--- src/rtl/hdlc_rx_pkg.sv ---
package hdlc_rx_pkg;
  localparam int BYTE_W     = 8;
  localparam int FCS_BYTES  = 2;
  localparam int MIN_BYTES  = FCS_BYTES + 1;
  localparam int FLAG_RUN   = 6;
  localparam int DLY_BITS   = FLAG_RUN + 1;

  localparam logic [15:0] CRC_INIT    = 16'hFFFF;
  localparam logic [15:0] CRC_POLY_RV = 16'h8408;
  localparam logic [15:0] CRC_GOOD    = 16'hF0B8;

  localparam logic [5:0] SAPI_GROUP = 6'd63;
  localparam logic [5:0] SAPI_SIG   = 6'd0;
  localparam logic [5:0] SAPI_PKT   = 6'd16;

  localparam int ST_ABORT = 0;
  localparam int ST_CRC   = 1;
  localparam int ST_OVF   = 2;

  function automatic logic [15:0] crc_step(input logic [15:0] c, input logic b);
    logic fb;
    fb = c[0] ^ b;
    crc_step = (c >> 1) ^ (fb ? CRC_POLY_RV : 16'h0000);
  endfunction
endpackage

--- src/rtl/hdlc_bit_sync.sv ---
module hdlc_bit_sync
  import hdlc_rx_pkg::*;
#(
  parameter int IDLE_RUN = 15
) (
  input  logic clk,
  input  logic rst_n,
  input  logic bit_en,
  input  logic bit_in,
  output logic flag_hit,
  output logic abort_hit,
  output logic close_hit,
  output logic dbit_vld,
  output logic dbit,
  output logic idle
);
  localparam int RUN_W  = $clog2(IDLE_RUN + 1);
  localparam int FILL_W = $clog2(DLY_BITS + 1);

  logic [RUN_W-1:0]    run_q, run_d;
  logic                in_frame_q, in_frame_d;
  logic [DLY_BITS-1:0] dly_q, dly_d;
  logic [FILL_W-1:0]   fill_q, fill_d;
  logic                idle_q, idle_d;
  logic                stuff_hit, pass, run_at_flag;

  always_comb begin
    run_at_flag = (run_q == RUN_W'(FLAG_RUN));
    flag_hit    = bit_en && !bit_in && run_at_flag;
    abort_hit   = bit_en && bit_in && run_at_flag && in_frame_q;
    close_hit   = flag_hit && in_frame_q;
    stuff_hit   = bit_en && !bit_in && (run_q == RUN_W'(FLAG_RUN - 1));
    pass        = bit_en && in_frame_q && !flag_hit && !abort_hit && !stuff_hit;
    dbit_vld    = pass && (fill_q == FILL_W'(DLY_BITS));
    dbit        = dly_q[DLY_BITS-1];

    run_d = run_q;
    if (bit_en) begin
      if (!bit_in)                          run_d = '0;
      else if (run_q != RUN_W'(IDLE_RUN))   run_d = run_q + 1'b1;
    end
    in_frame_d = flag_hit ? 1'b1 : (abort_hit ? 1'b0 : in_frame_q);
    dly_d      = pass ? {dly_q[DLY_BITS-2:0], bit_in} : dly_q;
    fill_d     = fill_q;
    if (flag_hit || abort_hit)                     fill_d = '0;
    else if (pass && fill_q != FILL_W'(DLY_BITS))  fill_d = fill_q + 1'b1;
    idle_d = (run_d == RUN_W'(IDLE_RUN));
  end

  always_ff @(posedge clk or negedge rst_n) begin
    if (!rst_n) begin
      run_q      <= '0;
      in_frame_q <= 1'b0;
      dly_q      <= '0;
      fill_q     <= '0;
      idle_q     <= 1'b0;
    end else begin
      run_q      <= run_d;
      in_frame_q <= in_frame_d;
      dly_q      <= dly_d;
      fill_q     <= fill_d;
      idle_q     <= idle_d;
    end
  end

  assign idle = idle_q;


  idle_frame_excl_chk: assert property (@(posedge clk) disable iff (!rst_n)
    idle_q |-> !in_frame_q);
endmodule

--- src/rtl/hdlc_byte_asm.sv ---
module hdlc_byte_asm
  import hdlc_rx_pkg::*;
(
  input  logic              clk,
  input  logic              rst_n,
  input  logic              clr,
  input  logic              dbit_vld,
  input  logic              dbit,
  output logic              byte_done,
  output logic [BYTE_W-1:0] byte_val,
  output logic              crc_ok,
  output logic              aligned
);
  localparam int CNT_W = $clog2(BYTE_W);

  logic [BYTE_W-2:0] sr_q, sr_d;
  logic [CNT_W-1:0]  bcnt_q, bcnt_d;
  logic [15:0]       crc_q, crc_d;

  always_comb begin
    byte_done = dbit_vld && (bcnt_q == CNT_W'(BYTE_W - 1));
    byte_val  = {dbit, sr_q};
    crc_ok    = (crc_q == CRC_GOOD);
    aligned   = (bcnt_q == '0);

    sr_d   = sr_q;
    bcnt_d = bcnt_q;
    crc_d  = crc_q;
    if (clr) begin
      bcnt_d = '0;
      crc_d  = CRC_INIT;
    end else if (dbit_vld) begin
      sr_d   = {dbit, sr_q[BYTE_W-2:1]};
      bcnt_d = bcnt_q + 1'b1;
      crc_d  = crc_step(crc_q, dbit);
    end
  end

  always_ff @(posedge clk or negedge rst_n) begin
    if (!rst_n) begin
      sr_q   <= '0;
      bcnt_q <= '0;
      crc_q  <= CRC_INIT;
    end else begin
      sr_q   <= sr_d;
      bcnt_q <= bcnt_d;
      crc_q  <= crc_d;
    end
  end


  clr_bit_excl_chk: assert property (@(posedge clk) disable iff (!rst_n)
    clr |-> !dbit_vld);
endmodule

--- src/rtl/hdlc_frame_ctl.sv ---
module hdlc_frame_ctl
  import hdlc_rx_pkg::*;
(
  input  logic              clk,
  input  logic              rst_n,
  input  logic              open_evt,
  input  logic              close_evt,
  input  logic              abort_evt,
  input  logic              byte_done,
  input  logic [BYTE_W-1:0] byte_val,
  input  logic              crc_ok,
  input  logic              aligned,
  input  logic [2:0]        cfg_sapi_en,
  input  logic              cfg_reject_on_match,
  input  logic              out_ready,
  output logic              out_valid,
  output logic [BYTE_W-1:0] out_data,
  output logic              out_last
);
  localparam int CNT_W = $clog2(MIN_BYTES + 1);

  logic [CNT_W-1:0]  cnt_q, cnt_d;
  logic [BYTE_W-1:0] h0_q, h0_d, h1_q, h1_d;
  logic              acc_q, acc_d, ovf_q, ovf_d;
  logic              ov_q, ov_d, ol_q, ol_d;
  logic [BYTE_W-1:0] od_q, od_d;
  logic [5:0]        sapi;
  logic              match, acc_now, emit_data, emit_stat;
  logic [BYTE_W-1:0] status;

  always_comb begin
    sapi    = byte_val[BYTE_W-1:2];
    match   = (cfg_sapi_en[0] && sapi == SAPI_GROUP) ||
              (cfg_sapi_en[1] && sapi == SAPI_SIG) ||
              (cfg_sapi_en[2] && sapi == SAPI_PKT);
    acc_now = (cfg_sapi_en == 3'b000) || (match ^ cfg_reject_on_match);

    emit_data = byte_done && acc_q && (cnt_q >= CNT_W'(FCS_BYTES));
    emit_stat = (close_evt || abort_evt) && acc_q && (cnt_q == CNT_W'(MIN_BYTES));
    status           = '0;
    status[ST_ABORT] = abort_evt;
    status[ST_CRC]   = close_evt && (!crc_ok || !aligned);
    status[ST_OVF]   = ovf_q;

    cnt_d = cnt_q;
    h0_d  = h0_q;
    h1_d  = h1_q;
    acc_d = acc_q;
    ovf_d = ovf_q;
    if (open_evt || abort_evt) begin
      cnt_d = '0;
      acc_d = 1'b1;
      ovf_d = 1'b0;
    end else if (byte_done) begin
      if (cnt_q != CNT_W'(MIN_BYTES)) cnt_d = cnt_q + 1'b1;
      h0_d = h1_q;
      h1_d = byte_val;
      if (cnt_q == '0) acc_d = acc_now;
      if (emit_data && !out_ready) ovf_d = 1'b1;
    end

    ov_d = emit_data || emit_stat;
    ol_d = emit_stat;
    od_d = emit_stat ? status : (emit_data ? h0_q : od_q);
  end

  always_ff @(posedge clk or negedge rst_n) begin
    if (!rst_n) begin
      cnt_q <= '0;
      h0_q  <= '0;
      h1_q  <= '0;
      acc_q <= 1'b1;
      ovf_q <= 1'b0;
      ov_q  <= 1'b0;
      ol_q  <= 1'b0;
      od_q  <= '0;
    end else begin
      cnt_q <= cnt_d;
      h0_q  <= h0_d;
      h1_q  <= h1_d;
      acc_q <= acc_d;
      ovf_q <= ovf_d;
      ov_q  <= ov_d;
      ol_q  <= ol_d;
      od_q  <= od_d;
    end
  end

  assign out_valid = ov_q;
  assign out_last  = ol_q;
  assign out_data  = od_q;


  byte_end_excl_chk: assert property (@(posedge clk) disable iff (!rst_n)
    byte_done |-> !(close_evt || abort_evt));
endmodule

--- src/rtl/hdlc_rx_deframer.sv ---
module hdlc_rx_deframer
  import hdlc_rx_pkg::*;
#(
  parameter int IDLE_RUN = 15
) (
  input  logic              clk,
  input  logic              rst_n,
  input  logic              bit_en,
  input  logic              bit_in,
  input  logic [2:0]        cfg_sapi_en,
  input  logic              cfg_reject_on_match,
  input  logic              out_ready,
  output logic              out_valid,
  output logic [BYTE_W-1:0] out_data,
  output logic              out_last,
  output logic              idle
);
  logic [1:0]        rs_q;
  logic              rst_i_n;
  logic              flag_hit, abort_hit, close_hit, dbit_vld, dbit;
  logic              byte_done, crc_ok, aligned;
  logic [BYTE_W-1:0] byte_val;

  always_ff @(posedge clk or negedge rst_n) begin
    if (!rst_n) rs_q <= 2'b00;
    else        rs_q <= {rs_q[0], 1'b1};
  end
  assign rst_i_n = rs_q[1];

  hdlc_bit_sync #(.IDLE_RUN(IDLE_RUN)) u_sync (
    .clk(clk), .rst_n(rst_i_n), .bit_en(bit_en), .bit_in(bit_in),
    .flag_hit(flag_hit), .abort_hit(abort_hit), .close_hit(close_hit),
    .dbit_vld(dbit_vld), .dbit(dbit), .idle(idle)
  );

  hdlc_byte_asm u_asm (
    .clk(clk), .rst_n(rst_i_n), .clr(flag_hit || abort_hit),
    .dbit_vld(dbit_vld), .dbit(dbit), .byte_done(byte_done),
    .byte_val(byte_val), .crc_ok(crc_ok), .aligned(aligned)
  );

  hdlc_frame_ctl u_ctl (
    .clk(clk), .rst_n(rst_i_n), .open_evt(flag_hit), .close_evt(close_hit),
    .abort_evt(abort_hit), .byte_done(byte_done), .byte_val(byte_val),
    .crc_ok(crc_ok), .aligned(aligned), .cfg_sapi_en(cfg_sapi_en),
    .cfg_reject_on_match(cfg_reject_on_match), .out_ready(out_ready),
    .out_valid(out_valid), .out_data(out_data), .out_last(out_last)
  );


  idle_no_beat_chk: assert property (@(posedge clk) disable iff (!rst_i_n)
    idle |-> !out_valid);
endmodule

--- config.mk ---
export PLATFORM = sky130hd
export DESIGN_NAME = hdlc_rx_deframer
export DESIGN_NICKNAME = d
export VERILOG_FILES = /design/src/rtl/hdlc_rx_pkg.sv /design/src/rtl/hdlc_bit_sync.sv /design/src/rtl/hdlc_byte_asm.sv /design/src/rtl/hdlc_frame_ctl.sv /design/src/rtl/hdlc_rx_deframer.sv
export SDC_FILE = /design/constraint.sdc
export NUM_CORES = 1
export LEC_CHECK = 0
export BUFFER_PORTS_ARGS = -buffer_cell sky130_fd_sc_hd__buf_4
export CORE_MARGIN = 2
export CORE_UTILIZATION = 40
export DETAILED_ROUTE_END_ITERATION = 16
export PLACE_DENSITY_LB_ADDON = 0.1
export SLEW_MARGIN = 20
export SYNTH_ARGS = -nofsm -noshare
export SYNTH_HDL_FRONTEND = slang
export SYNTH_HIERARCHICAL = 1
export SYNTH_SLANG_ARGS = --single-unit
--- constraint.sdc ---
create_clock -name clk -period 2.7 [get_ports clk]
set_input_delay 0.27 -clock clk [delete_from_list [all_inputs] [get_ports clk]]
set_output_delay 0.27 -clock clk [all_outputs]
set_load 0.02 [all_outputs]
==> flow_metrics.py, run 1 <==
metrics = {
    "outcome": {
        "status": "finished, final reports clean",
    },
    "synth": {
        "syn_area_per_cell_um2": 12.7,
        "yosysUniqueCellTypes": 51,
        "syn-cell-area_um2": 3480,
        "ys_warn_count": 6,
        "yosys_most_used_dff": "sky130_fd_sc_hd__dfrtp_1",
        "synth_top_area_frac": 0.410,
        "synth.cells.most_frequent": "sky130_fd_sc_hd__dfrtp_1, sky130_fd_sc_hd__mux2_2, sky130_fd_sc_hd__dfstp_2, sky130_fd_sc_hd__nor2_1",
        "seq_area_frac_synth": 0.538,
        "yosys_register_bits": 74,
        "netlist.top_cell.by_area": "sky130_fd_sc_hd__dfrtp_1",
        "number_of_flops_mapped_to_enable_cells_by_yosys": 0,
        "synth.net_count": 295,
        "yosys.cell_count.top_type": "sky130_fd_sc_hd__dfrtp_1",
        "async_reset_ff_frac": 1.00,
        "netlist_instances": 275,
        "synth.area.top_cells": "sky130_fd_sc_hd__dfrtp_1, sky130_fd_sc_hd__dfstp_2, sky130_fd_sc_hd__mux2_2, sky130_fd_sc_hd__mux2i_1, sky130_fd_sc_hd__a211o_1",
    },
    "global_routing": {
        "initial_antenna_violation_count": 0,
        "grt_first_pass_wirelength_mm": 10.9,
        "aggregate_global_routing_overflow": 0,
        "first_global_vias": 2179,
        "grtUsageMet2": 0.229,
        "grt_most_used_layer": "met2",
        "groute.layer.met3.usage": 0.0417,
        "global_route.usage.met1": 0.190,
        "grt_max_degree": 73,
        "gr-usage-all-layers": 0.147,
    },
    "route": {
        "drcViolationCount": 0,
        "routed_via_density": 5.16,
        "drtPass1Iterations": 4,
        "vias": 2110,
        "finalWirelength_mm": 6.20,
        "wl_per_cell_um": 15.2,
        "ant_nets": 0,
        "dr.first_iter.drc_count": 51,
    },
    "clock_tree": {
        "postCtsSetupBuffers": 0,
        "clock_insertion_delay_worst_skew_ns": 0.36,
        "tritoncts": "built",
        "sinks_on_the_clock_net": 74,
        "max-clock-path-buffers": 2,
        "clock-root-buffer": "sky130_fd_sc_hd__clkbuf_8",
        "cts-buffers-inserted": 9,
        "htree_num_levels": 3,
        "clk_pin_slew_worst_paths_ns": 0.08,
    },
    "floorplan": {
        "dieHeight_um": 97.3,
        "die-area_um2": 9460,
        "die_width_um": 97.3,
        "core-area_um2": 8590,
        "floorplan.initialDensity": 0.405,
        "ios": 20,
        "num_rows": 34,
    },
    "placed_design": {
        "dpl.hpwl_mm": 4.03,
        "placement.setup.worst_slack_ns": 0.252,
        "port-buffer-count": 19,
        "place_inst": 392,
        "routabilityCongestion": 0.732,
        "placement.cell_area_um2": 3700,
    },
    "timing": {
        "final_period_utilization": 0.876,
        "hold_ws_ns": 0.193,
        "fin_skew_ns": 0.0134,
        "final_hold_viol_count": 0,
        "max_freq_mhz": 423,
        "relative_slew_slack": 0.398,
        "final_max_slew_viol_count": 0,
        "max_slew.worst_pin.slew_ns": 0.903,
        "rsz0062_at_grt": "false",
        "setup-violations-final": 0,
        "timing.final.ws_setup_ns": 0.334,
        "tns_ns": 0,
        "final_period_minus_worst_setup_slack_ns": 2.37,
    },
    "critical_path": {
        "timing.critical_path.arrival_ns": 2.61,
        "worst_ep_required_time_ns": 2.95,
        "timing.critical_path.from_type": "flop",
        "critical_path.endpoint_type": "flop",
        "setup.worst_path.class": "reg2reg",
        "worst-path-max-fanout": 16,
    },
    "power_and_ir_drop": {
        "p_leak_nw": 2.04,
        "power_per_cell_area_nw_per_um2": 636,
        "vdd_drop_max_uv": 281,
        "post-layout-total-power_mw": 2.48,
    },
    "layout": {
        "final_design_area_no_fill_um2": 3910,
        "synthToLayoutAreaGrowth_pct": 12.2,
        "post_route_cells_drive_above_1_share": 0.336,
        "insertedDiodeCount": 0,
        "fin_util": 0.454,
        "nNetsFinal": 316,
        "post_layout_nonfiller_instances": 409,
    },
    "min_path": {
        "worst_min_delay_path_category": "in2reg",
    },
    "flow_run": {
        "max_cap_viol_count": 0,
    },
}
report_power, final:
group,internal [mW],switching [mW]
Clock,0.349,0.456
Combinational,0.191,0.126
Sequential,1.27,0.0954
kinds of logic after synthesis:
family	synth area share
flip-flops	0.538
AO/OA/AOI/OAI	0.0891
adder cells (fa/ha/maj)	0.0395
other	0.00108
multiplexers	0.137
buffers and inverters	0.0403
AND/OR/NAND/NOR	0.136
XOR/XNOR	0.0187
worst max-delay path: stages (launching register included):
cell	delay, ns
sky130_fd_sc_hd__dfrtp_1	0.45
sky130_fd_sc_hd__ha_1	0.22
sky130_fd_sc_hd__nor2b_1	0.13
sky130_fd_sc_hd__o21ai_2	0.18
sky130_fd_sc_hd__nand3_4	0.16
sky130_fd_sc_hd__nor2_4	0.11
sky130_fd_sc_hd__and2_1	0.24
sky130_fd_sc_hd__and2_1	0.16
sky130_fd_sc_hd__buf_4	0.24
sky130_fd_sc_hd__mux2_2	0.36
cell type report:
type                       instances  area (µm²)
clock buffer                       9         124
timing repair buffer              25         190
sequential                        74        1870
multi-input combinational        176        1480
fill                             825        4690
tap                              108         135
clock inverter                     7        61.3
inverter                          10        37.5
final timing paths:
check / cells past startpoint / slack [ns] / start / to
max in group asynchronous: 1 / 1.64 / rs_q[1] / u_ctl/h1_q[7]
worst max-delay path: 9 / 0.33 / u_sync/run_q[0] / u_ctl/h1_q[2]
min in group asynchronous: 2 / 0.23 / rst_n / rs_q[1]
worst max register to register: 9 / 0.33 / u_sync/run_q[0] / u_ctl/h1_q[2]
worst min-delay path: 2 / 0.19 / bit_en / u_sync/run_q[3]
worst min register to register: 0 / 0.36 / rs_q[0] / rs_q[1]
timing repair:
item,4_1_cts,5_1_grt
gates resized for setup,0,1
setup endpoints to repair,0,1
endpoints found under the hold margin,2,0
hold buffers,1,0
layer usage:
| layer | part of all wire | wire length, µm |
|---|---|---|
| met4 | 0.020 | 121 |
| met2 | 0.45 | 2820 |
| met1 | 0.49 | 3030 |
| met3 | 0.037 | 232 |
| met5 | 0 | 0 |
registers in the layout (all words and copies together) (netlist names), 3 cells and up:
signal,cells
u_asm/bcnt_q,3
u_asm/crc_q,16
u_asm/sr_q,7
u_ctl/h0_q,8
u_ctl/h1_q,8
u_ctl/out_data,8
u_sync/dly_q,7
u_sync/fill_q,3
u_sync/run_q,4
cells in the final DEF (no fill, tap or decap), types with 2 or more instances in the layout:
cell type                    count
sky130_fd_sc_hd__dfrtp_1        56
sky130_fd_sc_hd__mux2_2         29
sky130_fd_sc_hd__buf_4          24
sky130_fd_sc_hd__dfstp_2        17
sky130_fd_sc_hd__nor2b_1        16
sky130_fd_sc_hd__a211o_1        16
sky130_fd_sc_hd__nor2_1         16
sky130_fd_sc_hd__mux2i_1        15
sky130_fd_sc_hd__ha_1           11
sky130_fd_sc_hd__inv_1          10
sky130_fd_sc_hd__clkbuf_8        9
sky130_fd_sc_hd__nand2_1         9
sky130_fd_sc_hd__nand2b_1        5
sky130_fd_sc_hd__a21o_1          5
sky130_fd_sc_hd__nand4_1         4
sky130_fd_sc_hd__a21oi_1         4
sky130_fd_sc_hd__o21ai_0         3
sky130_fd_sc_hd__nor3_1          3
sky130_fd_sc_hd__or2_1           2
sky130_fd_sc_hd__clkinv_4        2
sky130_fd_sc_hd__inv_6           2
sky130_fd_sc_hd__clkinvlp_4      2
sky130_fd_sc_hd__or4_4           2
sky130_fd_sc_hd__and2_1          2
sky130_fd_sc_hd__xor3_1          2
sky130_fd_sc_hd__and2b_1         2
sky130_fd_sc_hd__nor3_2          2
sky130_fd_sc_hd__nand3_1         2
sky130_fd_sc_hd__a211oi_1        2
Note: power is estimated with default switching activity, not from simulation.
==> run 2, diff against run 1 <==
CELL_PAD_IN_SITES_DETAIL_PLACEMENT = 1   (was default)
CELL_PAD_IN_SITES_GLOBAL_PLACEMENT = 2   (was default)
GPL_TIMING_DRIVEN = 0   (was default)
==> run 2 against run 1 <==
Compared with the run above:
- sequential power barely moved
- non-clock buffer count grew 13
- register-to-register slack got worse by 0.14 ns
- sequential share of layout area decreased by 1.8 points
- first-iteration DRC count decreased by 22%
- final cell count up 3.2%
- combinational power grew 6.9%
- clock power grew 21%
- critical endpoint is now u_ctl/h1_q[7]
- largest power group unchanged
==> flow_metrics.py, run 2 (synthesis gave the netlist of run 1 again) <==
metrics = {
    "timing": {
        "max_slew.worst_pin.slew_ns": 0.562,
        "final_period_utilization": 0.928,
        "max_freq_mhz": 399,
        "final_period_minus_worst_setup_slack_ns": 2.50,
        "hold_ws_ns": 0.197,
        "tns_ns": 0,
        "setup-violations-final": 0,
        "relative_slew_slack": 0.625,
        "fin_skew_ns": 0.0115,
        "final_max_slew_viol_count": 0,
        "final_hold_viol_count": 0,
        "rsz0062_at_grt": "false",
    },
    "placed_design": {
        "port-buffer-count": 17,
        "dpl.hpwl_mm": 4.62,
        "place_inst": 401,
        "placement.cell_area_um2": 3770,
        "routabilityCongestion": 0.721,
    },
    "critical_path": {
        "slowest_stage_cell_crit_path": "sky130_fd_sc_hd__dfrtp_2",
        "rr_worst_depth": 11,
        "worstPathBufferInverterCount": 3,
        "timing.critical_path.from_type": "flop",
        "reg2reg_to": "u_ctl/h1_q[7]",
        "setup.worst_path.class": "reg2reg",
        "worst_ep_required_time_ns": 2.94,
        "worst-r2r-setup-slack_ns": 0.20,
        "worst-path-max-fanout": 19,
        "cp_cell_sequence": "ha_1 -> nor2b_1 -> o21ai_2 -> nand3_4 -> nor2_4 -> buf_12 -> and2_4 -> and2_1 -> buf_4 -> buf_6 -> mux2_2",
        "critical_path.top_delay_family": "simple AND/OR/NAND/NOR gates",
        "timing.critical_path.arrival_ns": 2.74,
        "critical_path.endpoint_type": "flop",
        "critical_path.reg2reg.startpoint": "u_sync/run_q[0]",
        "timing.critical_path.slowest_cell_delay_ns": 0.46,
    },
    "flow_run": {
        "max_cap_viol_count": 0,
    },
    "global_routing": {
        "aggregate_global_routing_overflow": 0,
        "first_global_vias": 2280,
        "initial_antenna_violation_count": 0,
        "grt_first_pass_wirelength_mm": 11.8,
        "gr-usage-all-layers": 0.159,
        "grt_max_degree": 42,
    },
    "layout": {
        "largest_register_ff_count": 16,
        "final_design_area_no_fill_um2": 4070,
        "layout.cells.most_common_list": "sky130_fd_sc_hd__dfrtp_1, sky130_fd_sc_hd__mux2_2, sky130_fd_sc_hd__buf_4",
        "fin_util": 0.473,
        "fillerInstances": 916,
        "synthToLayoutAreaGrowth_pct": 16.9,
        "top_register": "u_asm/crc_q",
        "post_route_cells_drive_above_1_share": 0.366,
        "multi_input_area_um2": 1490,
        "insertedDiodeCount": 0,
        "total_area_of_sequential_cells_um2": 1880,
        "post_layout_nonfiller_instances": 422,
        "final_common_cell": "sky130_fd_sc_hd__dfrtp_1",
        "nNetsFinal": 329,
    },
    "floorplan": {
        "floorplan.initialDensity": 0.405,
        "ios": 20,
        "dieHeight_um": 97.3,
        "die-area_um2": 9460,
        "core-area_um2": 8590,
        "die_width_um": 97.3,
        "num_rows": 34,
    },
    "power_and_ir_drop": {
        "power_per_cell_area_nw_per_um2": 658,
        "vdd_drop_max_uv": 307,
        "p_leak_nw": 2.13,
    },
    "route": {
        "routed_via_density": 5.21,
        "vias": 2199,
        "wl_per_cell_um": 16.0,
        "drtPass1Iterations": 4,
        "ant_nets": 0,
        "finalWirelength_mm": 6.76,
        "dr.first_iter.drc_count": 40,
        "drcViolationCount": 0,
    },
    "clock_tree": {
        "max-clock-path-buffers": 2,
        "clk_pin_slew_worst_paths_ns": 0.09,
        "cts-buffers-inserted": 9,
        "htree_num_levels": 3,
        "clock_insertion_delay_worst_skew_ns": 0.35,
        "clock-root-buffer": "sky130_fd_sc_hd__clkbuf_8",
        "sinks_on_the_clock_net": 74,
        "tritoncts": "built",
    },
    "min_path": {
        "hold_depth": 4,
        "worst_min_delay_path_category": "in2reg",
        "worst_hold_path.endpoint": "u_ctl/ovf_q",
        "worst_hold_startpoint": "out_ready",
    },
    "outcome": {
        "status": "finished, final reports clean",
    },
}
## run 2: report_power, final
part           leakage (nW)  internal (mW)  switching (mW)
combinational          1.05          0.210           0.129
sequential            0.957           1.27          0.0987
clock                 0.114          0.528           0.443
## run 2: cell type report
cell class              instances  share of cell area
well taps                     108              0.0332
flip-flops and latches         74               0.462
plain buffers                  14              0.0274
repair buffers                 24              0.0480
inverters                      10             0.00923
clock inverters                 7              0.0246
clock buffers                   9              0.0305
multi-input cells             176               0.365
## run 2: routing by layer
metal / routed length (µm) / global-route usage / up-vias / part of all wire
met5: 0 / 0 / - / 0
met4: 138 / 0.0705 / 0 / 0.020
met1: 3260 / 0.221 / 1122 / 0.48
met2: 3170 / 0.238 / 23 / 0.47
met3: 191 / 0.0367 / 11 / 0.028
li1: - / - / 1043 / -
## run 2: what timing repair did
item,in CTS,in global routing
pin swaps,1,1
hold buffers,1,0
buffers inserted,1,4
resized for setup,8,3
endpoints found under the setup margin,29,21
hold endpoints to repair,2,0
## run 2: how the worst max path moves through the flow
stage                     from       endpoint  slack (ns)  cells after the start
6_report       u_sync/run_q[0]  u_ctl/h1_q[7]        0.20                     11
5_1_grt        u_sync/run_q[0]  u_ctl/h0_q[0]        0.02                     11
4_1_cts        u_sync/run_q[0]  u_ctl/h0_q[0]        0.01                     11
3_5_place_dp   u_sync/run_q[0]  u_ctl/h0_q[5]       -0.54                     12
3_3_place_gp   u_sync/run_q[1]  u_ctl/h0_q[5]       -0.51                     13
2_1_floorplan  u_sync/run_q[0]  u_ctl/h0_q[0]       0.004                     12
## run 2: worst register-to-register path, stage by stage (launching register included)
cell and delay, ns:
sky130_fd_sc_hd__dfrtp_2 0.46, sky130_fd_sc_hd__ha_1 0.20, sky130_fd_sc_hd__nor2b_1 0.13, sky130_fd_sc_hd__o21ai_2 0.18, sky130_fd_sc_hd__nand3_4 0.11, sky130_fd_sc_hd__nor2_4 0.16
sky130_fd_sc_hd__buf_12 0.17, sky130_fd_sc_hd__and2_4 0.20, sky130_fd_sc_hd__and2_1 0.13, sky130_fd_sc_hd__buf_4 0.15, sky130_fd_sc_hd__buf_6 0.16, sky130_fd_sc_hd__mux2_2 0.34
## run 2: per-stage QoR
| stage | power [mW] | worst slack [ns] |
|---|---|---|
| after floorplan | 1.63 | 0.00406 |
| after global placement | 1.70 | -0.508 |
| after detailed placement | 1.72 | -0.541 |
| after CTS | 2.72 | 0.00968 |
| after global routing | 2.84 | 0.0216 |
| final | 2.68 | 0.195 |
==> run 3, diff against run 2 <==
CORE_ASPECT_RATIO = 0.7   (was default)
==> run 3 against run 2 <==
Compared with the run above:
- clock power rose by 32%
- count of clock-buffer cells in the layout increased by 2
- final cell count up 2.4%
- maximum frequency decreased by 1.6%
- routed wire length rose by 4.6%
- hold slack better by 0.0073 ns
- total power up 12%
- worst setup slack got worse by 0.039 ns
- core utilization increased by 2.0 points
- sequential cell count stayed put
- highest routed layer unchanged
==> flow_metrics.py, run 3 (synthesis gave the netlist of run 1 again) <==
metrics = {
    "route": {
        "drtPass1Iterations": 4,
        "dr.first_iter.drc_count": 91,
        "finalWirelength_mm": 7.07,
        "vias": 2154,
        "routed_via_density": 4.99,
        "met2_length_mm": 2.99,
        "wl_met3_um": 197,
        "met1_length_mm": 3.77,
        "top_layer": "met4",
        "drcViolationCount": 0,
        "ant_nets": 0,
        "wl_per_cell_um": 16.4,
    },
    "timing": {
        "setup-violations-final": 0,
        "hold_ws_ns": 0.205,
        "final_hold_viol_count": 0,
        "tns_ns": 0,
        "rsz0062_at_grt": "false",
        "final_period_utilization": 0.942,
        "max_freq_mhz": 393,
        "fin_skew_ns": 0.00655,
        "final_max_slew_viol_count": 0,
        "final_period_minus_worst_setup_slack_ns": 2.54,
        "timing.final.ws_setup_ns": 0.156,
    },
    "global_routing": {
        "grt_max_degree": 55,
        "gr-usage-all-layers": 0.168,
        "initial_antenna_violation_count": 0,
        "aggregate_global_routing_overflow": 0,
        "grt_first_pass_wirelength_mm": 11.8,
        "first_global_vias": 2202,
    },
    "critical_path": {
        "timing.critical_path.arrival_ns": 2.76,
        "setup.worst_path.class": "reg2reg",
        "critical_path.endpoint_type": "flop",
        "worst-path-max-fanout": 19,
        "timing.critical_path.from_type": "flop",
        "worst_ep_required_time_ns": 2.92,
    },
    "clock_tree": {
        "sinks_on_the_clock_net": 74,
        "clock-root-buffer": "sky130_fd_sc_hd__clkbuf_16",
        "max-clock-path-buffers": 2,
        "tritoncts": "built",
        "cts-buffers-inserted": 9,
        "clock_insertion_delay_worst_skew_ns": 0.34,
        "htree_num_levels": 3,
        "clk_pin_slew_worst_paths_ns": 0.06,
    },
    "power_and_ir_drop": {
        "vdd_drop_max_uv": 414,
        "power_per_cell_area_nw_per_um2": 717,
        "p_leak_nw": 2.16,
        "post-layout-total-power_mw": 2.99,
    },
    "layout": {
        "post_route_cells_drive_above_1_share": 0.356,
        "layout.cells.most_common_list": "sky130_fd_sc_hd__dfrtp_1, sky130_fd_sc_hd__mux2_2, sky130_fd_sc_hd__buf_4",
        "top_register": "u_asm/crc_q",
        "final_common_cell": "sky130_fd_sc_hd__dfrtp_1",
        "synthToLayoutAreaGrowth_pct": 19.7,
        "largest_register_ff_count": 16,
        "fin_util": 0.493,
        "insertedDiodeCount": 0,
        "nNetsFinal": 327,
    },
    "min_path": {
        "worst_min_delay_path_category": "reg2async",
    },
    "placed_design": {
        "dpl.hpwl_mm": 4.89,
        "placement.setup.worst_slack_ns": -0.569,
        "port-buffer-count": 17,
        "routabilityCongestion": 0.679,
    },
    "floorplan": {
        "die-area_um2": 9480,
        "core-area_um2": 8440,
        "floorplan.initialDensity": 0.412,
        "num_rows": 28,
        "ios": 20,
        "die_width_um": 115,
        "dieHeight_um": 82.0,
    },
    "flow_run": {
        "max_cap_viol_count": 0,
    },
    "outcome": {
        "status": "finished, final reports clean",
    },
}
run 3: changes by cell type in the layout (fill, tap and decap cells not counted), moves of 2 or more:
cell,before,now
sky130_fd_sc_hd__clkinv_4,2,0
sky130_fd_sc_hd__clkbuf_16,0,9
sky130_fd_sc_hd__inv_6,2,0
sky130_fd_sc_hd__clkbuf_8,9,1
sky130_fd_sc_hd__buf_4,26,24
sky130_fd_sc_hd__buf_12,2,0
run 3: worst max-delay path, stage by stage, from the launching register on:
cell                      delay (ns)
sky130_fd_sc_hd__dfrtp_2        0.45
sky130_fd_sc_hd__ha_1           0.20
sky130_fd_sc_hd__nor2b_1        0.13
sky130_fd_sc_hd__o21ai_2        0.18
sky130_fd_sc_hd__nand3_4        0.10
sky130_fd_sc_hd__nor2_4         0.14
sky130_fd_sc_hd__buf_8          0.18
sky130_fd_sc_hd__and2_4         0.20
sky130_fd_sc_hd__and2_1         0.13
sky130_fd_sc_hd__buf_4          0.16
sky130_fd_sc_hd__buf_6          0.18
sky130_fd_sc_hd__mux2_2         0.35
run 3: routing by layer:
| metal | up-vias | global-route usage |
|---|---|---|
| li1 | 1034 | - |
| met5 | - | 0 |
| met2 | 23 | 0.239 |
| met3 | 10 | 0.0465 |
| met4 | 0 | 0.0651 |
| met1 | 1087 | 0.243 |
run 3: layout make-up:
| class | instances | area (µm²) |
|---|---|---|
| buffer | 14 | 106 |
| timing repair buffer | 22 | 188 |
| sequential | 74 | 1880 |
| multi-input combinational | 176 | 1490 |
| tap | 120 | 150 |
| fill | 869 | 4280 |
| clock inverter | 5 | 77.6 |
| clock buffer | 11 | 243 |
| inverter | 10 | 37.5 |
run 3: power by group:
group / internal, mW / switching [mW]
clock network: 0.831 / 0.447
logic: 0.208 / 0.135
registers: 1.27 / 0.0979
total: 2.31 / 0.680
run 3: per-stage QoR:
stage	cell area (µm²)	cells
after floorplan	3490	275
after global placement	3770	412
after detailed placement	3800	413
after CTS	4150	431
after global routing	4170	432
final	4170	432
run 3: worst paths after layout:
kind,startpoint,to,slack (ns),depth (start not counted)
max,u_sync/run_q[0],u_ctl/h0_q[0],0.16,11
max reg2reg,u_sync/run_q[0],u_ctl/h0_q[0],0.16,11
min in group clk,out_ready,u_ctl/ovf_q,0.20,4
min reg2reg,rs_q[1],u_asm/sr_q[1],0.20,0
min,rs_q[1],u_asm/sr_q[1],0.20,0
max in group asynchronous,rs_q[1],u_asm/crc_q[13],1.88,1
run 3: repair_timing:
action	CTS	global route
endpoints found under the setup margin	29	21
hold buffers	1	0
pin swaps	1	1
buffers inserted	2	1
hold endpoints to repair	2	0
resized for setup	6	3
